[src/rtl/ham_ecc_pkg.sv]
package ham_ecc_pkg;

  localparam int CODE_W      = 24;
  localparam int WORD_W      = 32;
  localparam int SECTOR_SIZE = 512;
  localparam int IDX_W       = $clog2(SECTOR_SIZE);
  localparam int BITSEL_W    = 3;
  localparam int WEIGHT_W    = $clog2(WORD_W + 1);
  localparam int PAIR_WEIGHT = 12;
  localparam int BITSEL_LSB  = 16;
  localparam int IDX_LSB     = BITSEL_LSB + BITSEL_W;
  localparam logic [WORD_W-1:0] ERASED_WORD = 32'h0FFF_0FFF;

  typedef enum logic [1:0] {
    VERDICT_CLEAN   = 2'd0,
    VERDICT_FIXED   = 2'd1,
    VERDICT_ECC_BAD = 2'd2,
    VERDICT_UNCORR  = 2'd3
  } verdict_e;

  // Interleave the three code bytes into the comparison word.
  function automatic logic [WORD_W-1:0] pack_code(input logic [CODE_W-1:0] c);
    logic [WORD_W-1:0] w;
    w         = '0;
    w[7:0]    = c[7:0];
    w[11:8]   = c[19:16];
    w[23:16]  = c[15:8];
    w[27:24]  = c[23:20];
    return w;
  endfunction

  function automatic logic [WEIGHT_W-1:0] pop_count(input logic [WORD_W-1:0] w);
    logic [WEIGHT_W-1:0] n;
    n = '0;
    for (int i = 0; i < WORD_W; i++) n = n + WEIGHT_W'(w[i]);
    return n;
  endfunction

endpackage

[src/rtl/ham_code_repack.sv]
module ham_code_repack
  import ham_ecc_pkg::*;
(
  input  logic [CODE_W-1:0] code_in,
  output logic [WORD_W-1:0] word_out
);
  always_comb word_out = pack_code(code_in);
endmodule

[src/rtl/ham_syndrome_weight.sv]
module ham_syndrome_weight
  import ham_ecc_pkg::*;
(
  input  logic [WORD_W-1:0]   stored_word,
  input  logic [WORD_W-1:0]   calc_word,
  output logic [WORD_W-1:0]   syndrome,
  output logic [WEIGHT_W-1:0] weight
);
  always_comb begin
    syndrome = stored_word ^ calc_word;
    weight   = pop_count(syndrome);
  end
endmodule

[src/rtl/ham_verdict.sv]
module ham_verdict
  import ham_ecc_pkg::*;
(
  input  logic [WORD_W-1:0]   syndrome,
  input  logic [WEIGHT_W-1:0] weight,
  input  logic [WORD_W-1:0]   stored_word,
  input  logic [WORD_W-1:0]   calc_word,
  output verdict_e            verdict,
  output logic [IDX_W-1:0]    loc_byte,
  output logic [7:0]          loc_mask,
  output logic                ev_clean,
  output logic                ev_pair,
  output logic                ev_single,
  output logic                ev_erased
);
  logic [BITSEL_W-1:0] bit_sel;

  always_comb begin
    ev_clean  = (syndrome == '0);
    ev_pair   = (weight == WEIGHT_W'(PAIR_WEIGHT));
    ev_single = (weight == WEIGHT_W'(1));
    ev_erased = (stored_word == ERASED_WORD) && (calc_word == '0);
    bit_sel   = syndrome[BITSEL_LSB +: BITSEL_W];
    loc_byte  = '0;
    loc_mask  = '0;
    if (ev_clean) begin
      verdict = VERDICT_CLEAN;
    end else if (ev_pair) begin
      verdict  = VERDICT_FIXED;
      loc_byte = syndrome[IDX_LSB +: IDX_W];
      loc_mask = 8'(1) << bit_sel;
    end else if (ev_single) begin
      verdict = VERDICT_ECC_BAD;
    end else if (ev_erased) begin
      verdict = VERDICT_CLEAN;
    end else begin
      verdict = VERDICT_UNCORR;
    end
  end
endmodule

[src/rtl/ham_sector_corrector.sv]
module ham_sector_corrector
  import ham_ecc_pkg::*;
(
  input  logic                 clk,
  input  logic                 rst,
  input  logic                 start,
  input  logic [CODE_W-1:0]    stored_code,
  input  logic [CODE_W-1:0]    calc_code,
  output logic                 done,
  output logic [1:0]           status,
  output logic [IDX_W-1:0]     fix_byte,
  output logic [7:0]           fix_mask
);
  logic [WORD_W-1:0]   stored_word;
  logic [WORD_W-1:0]   calc_word;
  logic [WORD_W-1:0]   syndrome;
  logic [WEIGHT_W-1:0] syn_weight;
  verdict_e            verdict;
  logic [IDX_W-1:0]    loc_byte;
  logic [7:0]          loc_mask;
  logic                ev_clean, ev_pair, ev_single, ev_erased;

  ham_code_repack u_pack_stored (.code_in(stored_code), .word_out(stored_word));
  ham_code_repack u_pack_calc   (.code_in(calc_code),   .word_out(calc_word));

  ham_syndrome_weight u_weight (
    .stored_word(stored_word), .calc_word(calc_word),
    .syndrome(syndrome), .weight(syn_weight)
  );

  ham_verdict u_verdict (
    .syndrome(syndrome), .weight(syn_weight),
    .stored_word(stored_word), .calc_word(calc_word),
    .verdict(verdict), .loc_byte(loc_byte), .loc_mask(loc_mask),
    .ev_clean(ev_clean), .ev_pair(ev_pair),
    .ev_single(ev_single), .ev_erased(ev_erased)
  );

  always_ff @(posedge clk) begin
    if (rst) begin
      done     <= 1'b0;
      status   <= VERDICT_CLEAN;
      fix_byte <= '0;
      fix_mask <= '0;
    end else begin
      done <= start;
      if (start) begin
        status   <= verdict;
        fix_byte <= loc_byte;
        fix_mask <= loc_mask;
      end
    end
  end
endmodule

[config.mk]
export PLATFORM = sky130hd
export DESIGN_NAME = ham_sector_corrector
export DESIGN_NICKNAME = d
export VERILOG_FILES = /design/src/rtl/ham_ecc_pkg.sv /design/src/rtl/ham_code_repack.sv /design/src/rtl/ham_syndrome_weight.sv /design/src/rtl/ham_verdict.sv /design/src/rtl/ham_sector_corrector.sv
export SDC_FILE = /design/constraint.sdc
export NUM_CORES = 1
export LEC_CHECK = 0
export BUFFER_PORTS_ARGS = -buffer_cell sky130_fd_sc_hd__clkbuf_2
export CORE_ASPECT_RATIO = 1.75
export CORE_MARGIN = 2
export CORE_UTILIZATION = 45
export DETAILED_ROUTE_END_ITERATION = 7
export GPL_TIMING_DRIVEN = 0
export PLACE_DENSITY = 0.76
export SYNTH_ARGS = -nofsm -noshare
export SYNTH_HDL_FRONTEND = slang
export SYNTH_HIERARCHICAL = 1
export SYNTH_SLANG_ARGS = --single-unit
[constraint.sdc]
create_clock -name clk -period 5.8 [get_ports clk]
set_input_delay 0.29 -clock clk [delete_from_list [all_inputs] [get_ports clk]]
set_output_delay 0.29 -clock clk [all_outputs]
set_load 0.05 [all_outputs]
==> results of run 1 <==
layout make-up:
cell class / instances / area share, %
tap: 80 / 2.94
buffer: 69 / 16.1
clock buffer: 4 / 1.62
inverter: 46 / 5.07
multi-input combinational: 205 / 57.6
timing repair buffer: 29 / 4.96
sequential: 20 / 11.7
flip-flops by register name, summed over array words and instances (netlist names):
register and flops:
done 1, fix_byte 9, fix_mask 8, status 2
through the flow:
step / util (%) / hold WS (ns) / worst slack [ns] / area [um2]
2_1_floorplan: - / 0.575 / 0.0395 / 2910
3_3_place_gp: 50.7 / 0.472 / -0.303 / 3110
3_5_place_dp: 50.7 / 0.488 / -0.508 / 3110
4_1_cts: 52.0 / 0.342 / 0.0342 / 3190
5_1_grt: 55.6 / 0.350 / -0.0931 / 3410
6_report: 55.6 / 0.339 / 0.108 / 3410
repair_timing:
| item | in CTS | in global routing |
|---|---|---|
| setup endpoints to repair | 17 | 17 |
| gates resized for setup | 3 | 31 |
| pin swaps | 2 | 18 |
| cloned | 0 | 1 |
| buffers inserted | 1 | 7 |
layout by cell type, fill, tap and decap left out, types with 16 or more instances in the layout:
cell	count
buf_4	66
conb_1	16
fa_1	23
nor4_1	25
xor2_1	27
inv_1	40
nor2_1	24
dfxtp_1	20
clkbuf_2	20
mux2i_1	19
Yosys cell counts:
cell and instances:
inv_2 1, nor4_1 26, a21oi_2 1, nand2_1 4, mux2i_1 19, nand2b_2 1
a211oi_1 1, inv_1 45, conb_1 2, xor2_1 33, dfxtp_1 20, clkbuf_1 2
and4b_1 3, nor3_1 1, nor3b_2 2, nor2_1 24, nor2b_1 1, fa_1 24
nand2_2 1, buf_4 65, o21ai_1 1, ha_1 7, or3_4 1, nor4bb_1 5
a21o_1 1, a21oi_1 1, nor3_4 1, xnor2_1 2, nand4_1 10, o21ai_0 1
nor3b_1 2, nand2b_1 1, and4_1 4, and2_1 9, o31ai_1 1, nor4b_4 1
buf_6 2
worst max-delay path, stage by stage:
cell and delay (ns):
buf_4 0.14, xor2_4 0.20, inv_1 0.08, fa_1 0.49, fa_1 0.50, inv_1 0.05, fa_1 0.50, inv_2 0.05
fa_1 0.56, fa_1 0.44, fa_1 0.49, inv_1 0.04, ha_2 0.17, inv_2 0.06, fa_2 0.20, nand2b_4 0.13
a21oi_4 0.05, xor2_1 0.14, or3_4 0.42, nor4b_4 0.40, inv_2 0.07, a211oi_2 0.23, mux2i_1 0.11, nor2_1 0.08
routing by layer:
metal / routed length (um) / share of wire [%] / vias to the layer above
li1: - / - / 1086
met1: 2410 / 36 / 1082
met2: 3860 / 57 / 82
met3: 274 / 4.0 / 21
met4: 240 / 3.5 / 0
met5: 0 / 0 / -
worst max-delay path by stage:
stage / endpoint / cells past startpoint / slack, ns
2_1_floorplan: status[0] / 25 / 0.04
5_1_grt: status[1] / 24 / -0.09
4_1_cts: fix_mask[0] / 24 / 0.03
3_5_place_dp: fix_mask[0] / 24 / -0.51
6_report: status[1] / 24 / 0.11
3_3_place_gp: fix_mask[0] / 24 / -0.30
cells by family (layout without fill, tap and decap cells):
logic type | after synthesis | after routing | share of synthesized area, %
buffers and inverters | 115 | 148 | 24.4
other | 2 | 16 | 0.265
xor gates and xnor gates | 35 | 35 | 10.8
and+or+nand+nor | 97 | 97 | 22.1
DFF | 20 | 20 | 14.1
adders and majority gates | 31 | 31 | 20.0
AOI/OAI and AO/OA | 7 | 7 | 1.63
muxes | 19 | 19 | 6.71
==> impl_results.md, run 1 <==
- Run status: finished, final reports clean
- Final Wtd Congestion: approximately 0.95
- Worst setup path class: primary input to register
- Critical path arrival: 5.89 ns
- Slew headroom: 37.1%
- Detailed Route WL: 6.78 mm
- Die Ht: 109 um
- # clock sinks: 20
- Met1 GRT Util: 20.0%
- CTS Buf Count: 3
- Final Critical Period: ~5.7 ns
- Core area: 6130 um2
- Max Cap Viol: 0
- Register Area: 400 um2
- DR vias: 2271
- Synth Cell Area: 2840 um2
- Largest net degree at the start of global routing: 12
- Hold path start: start
- Root buffer cell: clkbuf_8
- Worst hold path type: primary input to register
- RSZ-0062 raised after global routing: yes
- Final setup fails: 0
- Drt first-iter violations: 130
- Crit path from: stored_code[11]
- Clk buf depth: 2
- Clk Latency, worst-skew pair: 0.26 ns
- Nets: 456
- Share of the clock period used by the worst path after layout: between 90 and 100%
- F_max: 0.176 GHz
- Clk slew on worst S/H paths: 0.07 ns
- Required @ worst endpoint: 6.00 ns
- TNS Setup: 0 ns
- Port bufs: 20
- Fillers: 547
- Crit path max fanout: 3
- Area Overhead vs Synth: 20.2%
- Worst Hold Endpoint: done
- Overflow after GRT: 0
- Antenna violations before repair: 0
- Syn avg cell area: 8.70 um2
- Full die area: 6980 um2
- Die X: 64 um
- First-pass GRT wire length: 10.8 mm
- Pre-Repair DR Iteration Count: 5
- Placement Rows: 38
- Inst Count DP: 440
- Clk_skew: 0 ns
- Number of global-route vias before repair: between 2000 and 2500
- Final Hold Violating Endpoints: 0
- Ratio of cells with drive above 1 in the final layout: approximately a third
- Vias per inst: 5.01
- Met3 usage: under 10%
- Reg-to-Reg End: fix_byte[4]
- Worst slew pin tran: 0.940 ns
- Met2 GRT Util: between 30 and 40%
- Final cell count without fillers: roughly 450
- Diodes inserted: 0
- Number of synthesized register bits: 20
- I/O Pins: 71
- All-Layer GR Usage: about a fifth
- Synth area leader: buf_4
- Crit. End Element: register
- Top post-synthesis cells by area: buf_4 17%, fa_1 17%, dfxtp_1 14%
- Number of distinct library cells after synthesis: 37
- CTS tree: yes
- Post-DP HPWL: 5.64 mm
- YS warnings: 6
- Sequential share of the synthesized area: 14.1%
- Top Usage Layer GRT: met2
- Reg2reg setup slack: 5.15 ns
- Worst hold stages: 2
- Post-route ant nets: 0
- Avg WL per Cell: 15.0 um
- Post-Synthesis Cells: around 330
- Reg-to-reg critical path startpoint: fix_byte[4]
- H-tree depth: 1
- Fin. max-slew vios: 0
- Area of the multi-input gates: 1960 um2
- Yosys top cell area share: 17.2%
- CP Launch Type: primary input
- Hold Buf Count CTS: 0
- Starting density of the core: 46.2%
- Drt drc: 0
- R2R cell count: 2
Power of run 1 is left out: the tool's default activity adds up to more than one toggle a clock period on the data nets, which glitch-free logic cannot reach.
==> inputs of run 2 (changes only) <==
- CELL_PAD_IN_SITES_DETAIL_PLACEMENT: unset -> 0
- CELL_PAD_IN_SITES_GLOBAL_PLACEMENT: unset -> 1
- CORE_UTILIZATION: 45 -> 37
- PLACE_DENSITY: 0.76 -> 0.83
==> run 2 against run 1 <==
  * Clock skew is the same
  * Cell count grew 0.88%
  * Core utilization shrank 10 points
  * Design area is essentially flat
  * First-iteration DRC count shrank 38%
  * Clock-buffer cell count shrank 1
  * Setup slack gained 0.0045 ns
  * Highest routed layer unchanged
==> impl_results.md, run 2 (synthesis results as in run 1) <==
- Final Hold Violating Endpoints: 0
- Ratio of cells with drive above 1 in the final layout: 35.0%
- Clk_skew: 0 ns
- Die X: 70.2 um
- CTS tree: yes
- Inst Count DP: 448
- Vias per inst: 4.91
- Crit path depth: 26
- Die Ht: 120 um
- Placement Rows: between 40 and 50
- Full die area: 8410 um2
- Run status: finished, final reports clean
- Most flops, register: fix_byte
- Worst hold stages: 2
- Max stage delay on crit path: 0.56 ns
- Nets: around 450
- Detailed Route WL: 6.98 mm
- Post-route ant nets: 0
- Antenna violations before repair: 0
- Crit path max fanout: 6
- F_max: 0.176 GHz
- Largest net degree at the start of global routing: 11
- WP buf/inv: 8
- WHS: 0.355 ns
- Drt drc: 0
- Final core utilization: 45.3%
- Core area: 7510 um2
- Final setup fails: 0
- Top flop regs: fix_byte (9), fix_mask (8), status (2)
- Overflow after GRT: 0
- Critical path arrival: roughly 5.9 ns
- Worst setup path class: primary input to register
- Clk Latency, worst-skew pair: between 0.2 and 0.3 ns
- Crit path from: stored_code[21]
- Hold Buf Count CTS: 0
- Reg-to-reg critical path startpoint: status[1]
- Number of global-route vias before repair: 2340
- Share of the clock period used by the worst path after layout: 98.1%
- H-tree depth: 1
- First-pass GRT wire length: around 11 mm
- Drt first-iter violations: 81
- Slew headroom: between 40% and 50%
- Avg WL per Cell: 15.3 um
- Dpl ws: -0.419 ns
- Final cell count without fillers: 457
- Worst slew pin tran: 0.874 ns
- Slowest-stage cell, CP: fa_1
- Max FFs per register: 9
- R2R cell count: 2
- Most frequent cells in the layout: 66 x buf_4, 38 x inv_1, 27 x xor2_1
- DR vias: 2245
- Post-DP HPWL: 6.01 mm
- Fin. max-slew vios: 0
- Final Wtd Congestion: 0.885
- Clk buf depth: 2
- Setup ws final: 0.112 ns
- Final Critical Period: 5.69 ns
- Max Cap Viol: 0
- Commonest non-fill, non-tap cell in the layout: buf_4
- Starting density of the core: approximately 38%
- Family with the most delay on the worst path: adder cells
- Clk slew on worst S/H paths: 0.05 ns
- I/O Pins: 71
- # clock sinks: 20
- CTS Buf Count: 3
- Reg2reg setup slack: 5.16 ns
- Crit. End Element: register
- Required @ worst endpoint: ~6 ns
- Worst hold path type: primary input to register
- Root buffer cell: clkbuf_16
- Worst path most repeated cell: fa_1
- Pre-Repair DR Iteration Count: 4
- Diodes inserted: 0
- Port bufs: 20
- All-Layer GR Usage: 16.8%
- RSZ-0062 raised after global routing: yes
- Hold path start: start
- CP Launch Type: primary input
- Area Overhead vs Synth: 20.1%
run 2: layout make-up:
type / instances / area (um2)
Fill cell: 750 / 4110
Multi-Input combinational cell: 205 / 1960
Buffer: 69 / 533
Sequential cell: 20 / 400
Inverter: 46 / 173
Timing Repair Buffer: 26 / 153
Tap cell: 88 / 110
Clock buffer: 3 / 75.1
run 2: path summary, 6_finish.rpt:
path | endpoint
worst min-delay path | done
worst max-delay path | status[0]
worst min register to register | fix_byte[1]
worst max register to register | status[1]
run 2: layer usage:
metal	GRT usage (%)	wire [um]	up-vias
met5	0	0	-
met4	8.77	301	0
met3	1.51	255	21
met2	32.0	3920	70
met1	17.7	2510	1078
li1	-	-	1076
run 2: worst reg2reg max path, stage by stage, from the launching register on:
cell and delay, ns:
dfxtp_1 0.32, mux2i_1 0.14, nor2_1 0.05
run 2: metrics by stage:
| step | TNS [ns] | area (um2) |
|---|---|---|
| after detailed placement | -6.68 | 3120 |
| after floorplan | 0 | 2910 |
| after CTS | 0 | 3210 |
| after global routing | -1.14 | 3410 |
| final | 0 | 3410 |
| after global placement | -4.80 | 3120 |
run 2: timing repair:
item                                    CTS  global route
cloned                                    0             1
pin swaps                                 2            19
buffers inserted                          1             4
gates resized for setup                   2            34
endpoints found under the hold margin     0             0
endpoints found under the setup margin   17            17
Power of run 2 is left out for the same reason.
==> inputs of run 3 (changes only) <==
- CORE_UTILIZATION: 37 -> 32
- PLACE_DENSITY: 0.83 -> 0.8
- SYNTH_HIERARCHICAL: 1 -> unset
==> run 3 against run 2 <==
  * Critical path depth down 6
  * Flip-flop and latch count is the same
  * Register-to-register slack worse by 0.09 ns
  * Global-route usage is 0.52 points lower
  * Setup slack better by 0.13 ns
  * Core utilization fell by 2.7 points
  * Clock skew did not move
  * Cell count decreased by 26%
  * Design area shrank 32%
  * Synthesized cell count down 43%
  * Critical path type unchanged
==> impl_results.md, run 3 <==
- Family with the most delay on the worst path: adder cells
- Post-CTS setup buffer count: 0
- Syn avg cell area: 9.57 um2
- Final Hold Violating Endpoints: 0
- Worst VDD drop: 609 uV
- Crit-path cells: clkbuf_2 -> xor2_2 -> inv_1 -> ha_1 -> inv_1 -> fa_1 -> fa_1 -> fa_1 -> fa_1 -> fa_1 -> inv_1 -> fa_1 -> inv_1 -> fa_1 -> nor2b_1 -> o21a_1 -> or4_1 -> clkbuf_4 -> o41ai_2 -> nor2b_1
- Final Instance Area: 2320 um2
- Largest net degree at the start of global routing: 12
- Clk Latency, worst-skew pair: ~0.26 ns
- Die X: 60.4 um
- Crit path max fanout: 10
- Max FFs per register: 9
- # clock sinks: 20
- Most frequent cells in the layout: 70 x clkbuf_2, 33 x inv_1, 20 x dfxtp_1
- Synth Flop Type: dfxtp_1
- Clk slew on worst S/H paths: 0.07 ns
- Placed inst area: 2230 um2
- Yosys top cell area share: between 20 and 25%
- Ratio of cells with drive above 1 in the final layout: 31.5%
- Reg-to-reg critical path startpoint: fix_mask[6]
- Number of synthesized register bits: 20
- Port bufs: 70
- Antenna violations before repair: 0
- Synth area leader: dfxtp_1
- Run status: finished, final reports clean
- Root buffer cell: clkbuf_8
- Required @ worst endpoint: 6.00 ns
- Critical path arrival: roughly 5.8 ns
- First-pass GRT wire length: 7.43 mm
- Slew headroom: 57.9%
- Most flops, register: fix_byte
- P per Cell Area: 668 nW/um2
- CTS Buf Count: 3
- Hold Buf Count CTS: 0
- Full die area: 6200 um2
- Number of global-route vias before repair: between 1500 and 2000
- H-tree depth: 1
- Post-CTS resize count: 0
- Area Overhead vs Synth: 30.6%
- Commonest non-fill, non-tap cell in the layout: clkbuf_2
- YS warnings: 0
- Sequential share of the synthesized area: 22.5%
- Worst setup path class: primary input to register
- Post-DP HPWL: 4.41 mm
- Hold path start: rst
- Post-Synthesis Cells: 186
- Post-synth EDFFs: 0
- Slowest-stage cell, CP: fa_1
- Nets: 337
- Starting density of the core: about a third
- Share of the clock period used by the worst path after layout: 95.8%
- Leak: 1.12 nW
- Fillers: approximately 580
- Placement Rows: 36
- All-Layer GR Usage: 16.2%
- Worst hold path type: primary input to register
- Crit path from: stored_code[1]
- Top post-synthesis cells by count: 34 x inv_1, 20 x dfxtp_1, 17 x fa_1
- Vias per inst: 4.94
- Max Cap Viol: 0
- Worst path most repeated cell: fa_1
- I/O Pins: 71
- TNS Setup: 0 ns
- Syn Nets: 262
- Clk buf depth: 2
- Synth Cell Area: between 1500 and 2000 um2
- Max stage delay on crit path: 0.55 ns
- DR vias: 1660
- CP Launch Type: primary input
- Overflow after GRT: 0
- Fin. max-slew vios: 0
- Die Ht: 103 um
- F_max: 0.180 GHz
- Final Wtd Congestion: 0.787
- Worst slew pin tran: a little over 0.6 ns
- WP buf/inv: 6
- Avg WL per Cell: about 15 um
- Crit. End Element: register
- Pre-Repair DR Iteration Count: 4
- Drt drc: 0
- Count leader, synth: inv_1
- Final setup fails: 0
- Top post-synthesis cells by area: dfxtp_1 22%, fa_1 19%, inv_1 7.2%
- Top flop regs: fix_byte (9), fix_mask (8), status (2)
- Core area: 5450 um2
- Clk_skew: 0 ns
- CTS tree: yes
- Number of distinct library cells after synthesis: 37
- Post-synthesis async set-or-reset flop share: 0%
- Final Critical Period: approximately 5.6 ns
- Drt first-iter violations: 37
- Post-route ant nets: 0
- Diodes inserted: 0
- Detailed Route WL: 4.94 mm
-- run 3: cell count changes after synthesis, sizes merged, moves of 7 or more --
| cell | before | now |
|---|---|---|
| a32o | 0 | 11 |
| and2 | 9 | 1 |
| buf | 67 | 2 |
| fa | 24 | 17 |
| inv | 46 | 34 |
| mux2i | 19 | 0 |
| nor2 | 24 | 4 |
| nor4 | 26 | 3 |
| xnor2 | 2 | 11 |
| xor2 | 33 | 14 |
-- run 3: layout make-up --
class                           instances  area [um2]  area share [%]
Multi-Input combinational cell        128        1280            54.9
Inverter                               34         128            5.49
Tap cell                               76        95.1            4.09
Timing Repair Buffer                   70         350            15.1
Buffer                                  4        20.0           0.861
Clock buffer                            4        55.1            2.37
Sequential cell                        20         400            17.2
-- run 3: path summary, 6_finish.rpt --
check	end	slack [ns]	depth (start not counted)
max	fix_mask[6]	0.25	20
min	fix_mask[4]	0.27	2
max reg2reg	fix_mask[6]	5.07	3
min reg2reg	fix_mask[0]	0.47	1
-- run 3: logic make-up after synthesis --
logic type / share of synthesized area, %
AND/OR/NAND/NOR: 20.2
buffers and inverters: 8.15
AO/OA/AOI/OAI: 12.2
XOR/XNOR: 12.3
adder cells (fa/ha/maj): 24.7
flip-flops: 22.5
-- run 3: where the power goes --
group / leakage [nW] / internal (mW) / switching (mW)
logic: 0.926 / 0.448 / 0.805
registers: 0.162 / 0.173 / 0.0193
clock network: 0.0288 / 0.0605 / 0.0466
total: 1.12 / 0.682 / 0.871
-- run 3: stage by stage --
stage               hold WS [ns]  total power [mW]  worst slack (ns)  util [%]  std cells
floorplan                  0.359              1.13             0.311         -        186
global placement           0.450              1.39            -0.126      40.8        332
detailed placement         0.461              1.43            -0.165      40.8        332
CTS                        0.269              1.53            0.0990      41.9        336
global route               0.274              1.73          -0.00139      42.7        336
finish                     0.269              1.55             0.246      42.7        336
-- run 3: layer usage --
layer | up-vias | GRT usage, % | wire [um]
met5 | - | 0 | 0
met4 | 0 | 8.55 | 216
met3 | 15 | 1.25 | 187
met2 | 61 | 31.6 | 2830
met1 | 794 | 16.2 | 1710
li1 | 790 | - | -
No activity file was read; power rests on OpenSTA's default activity.
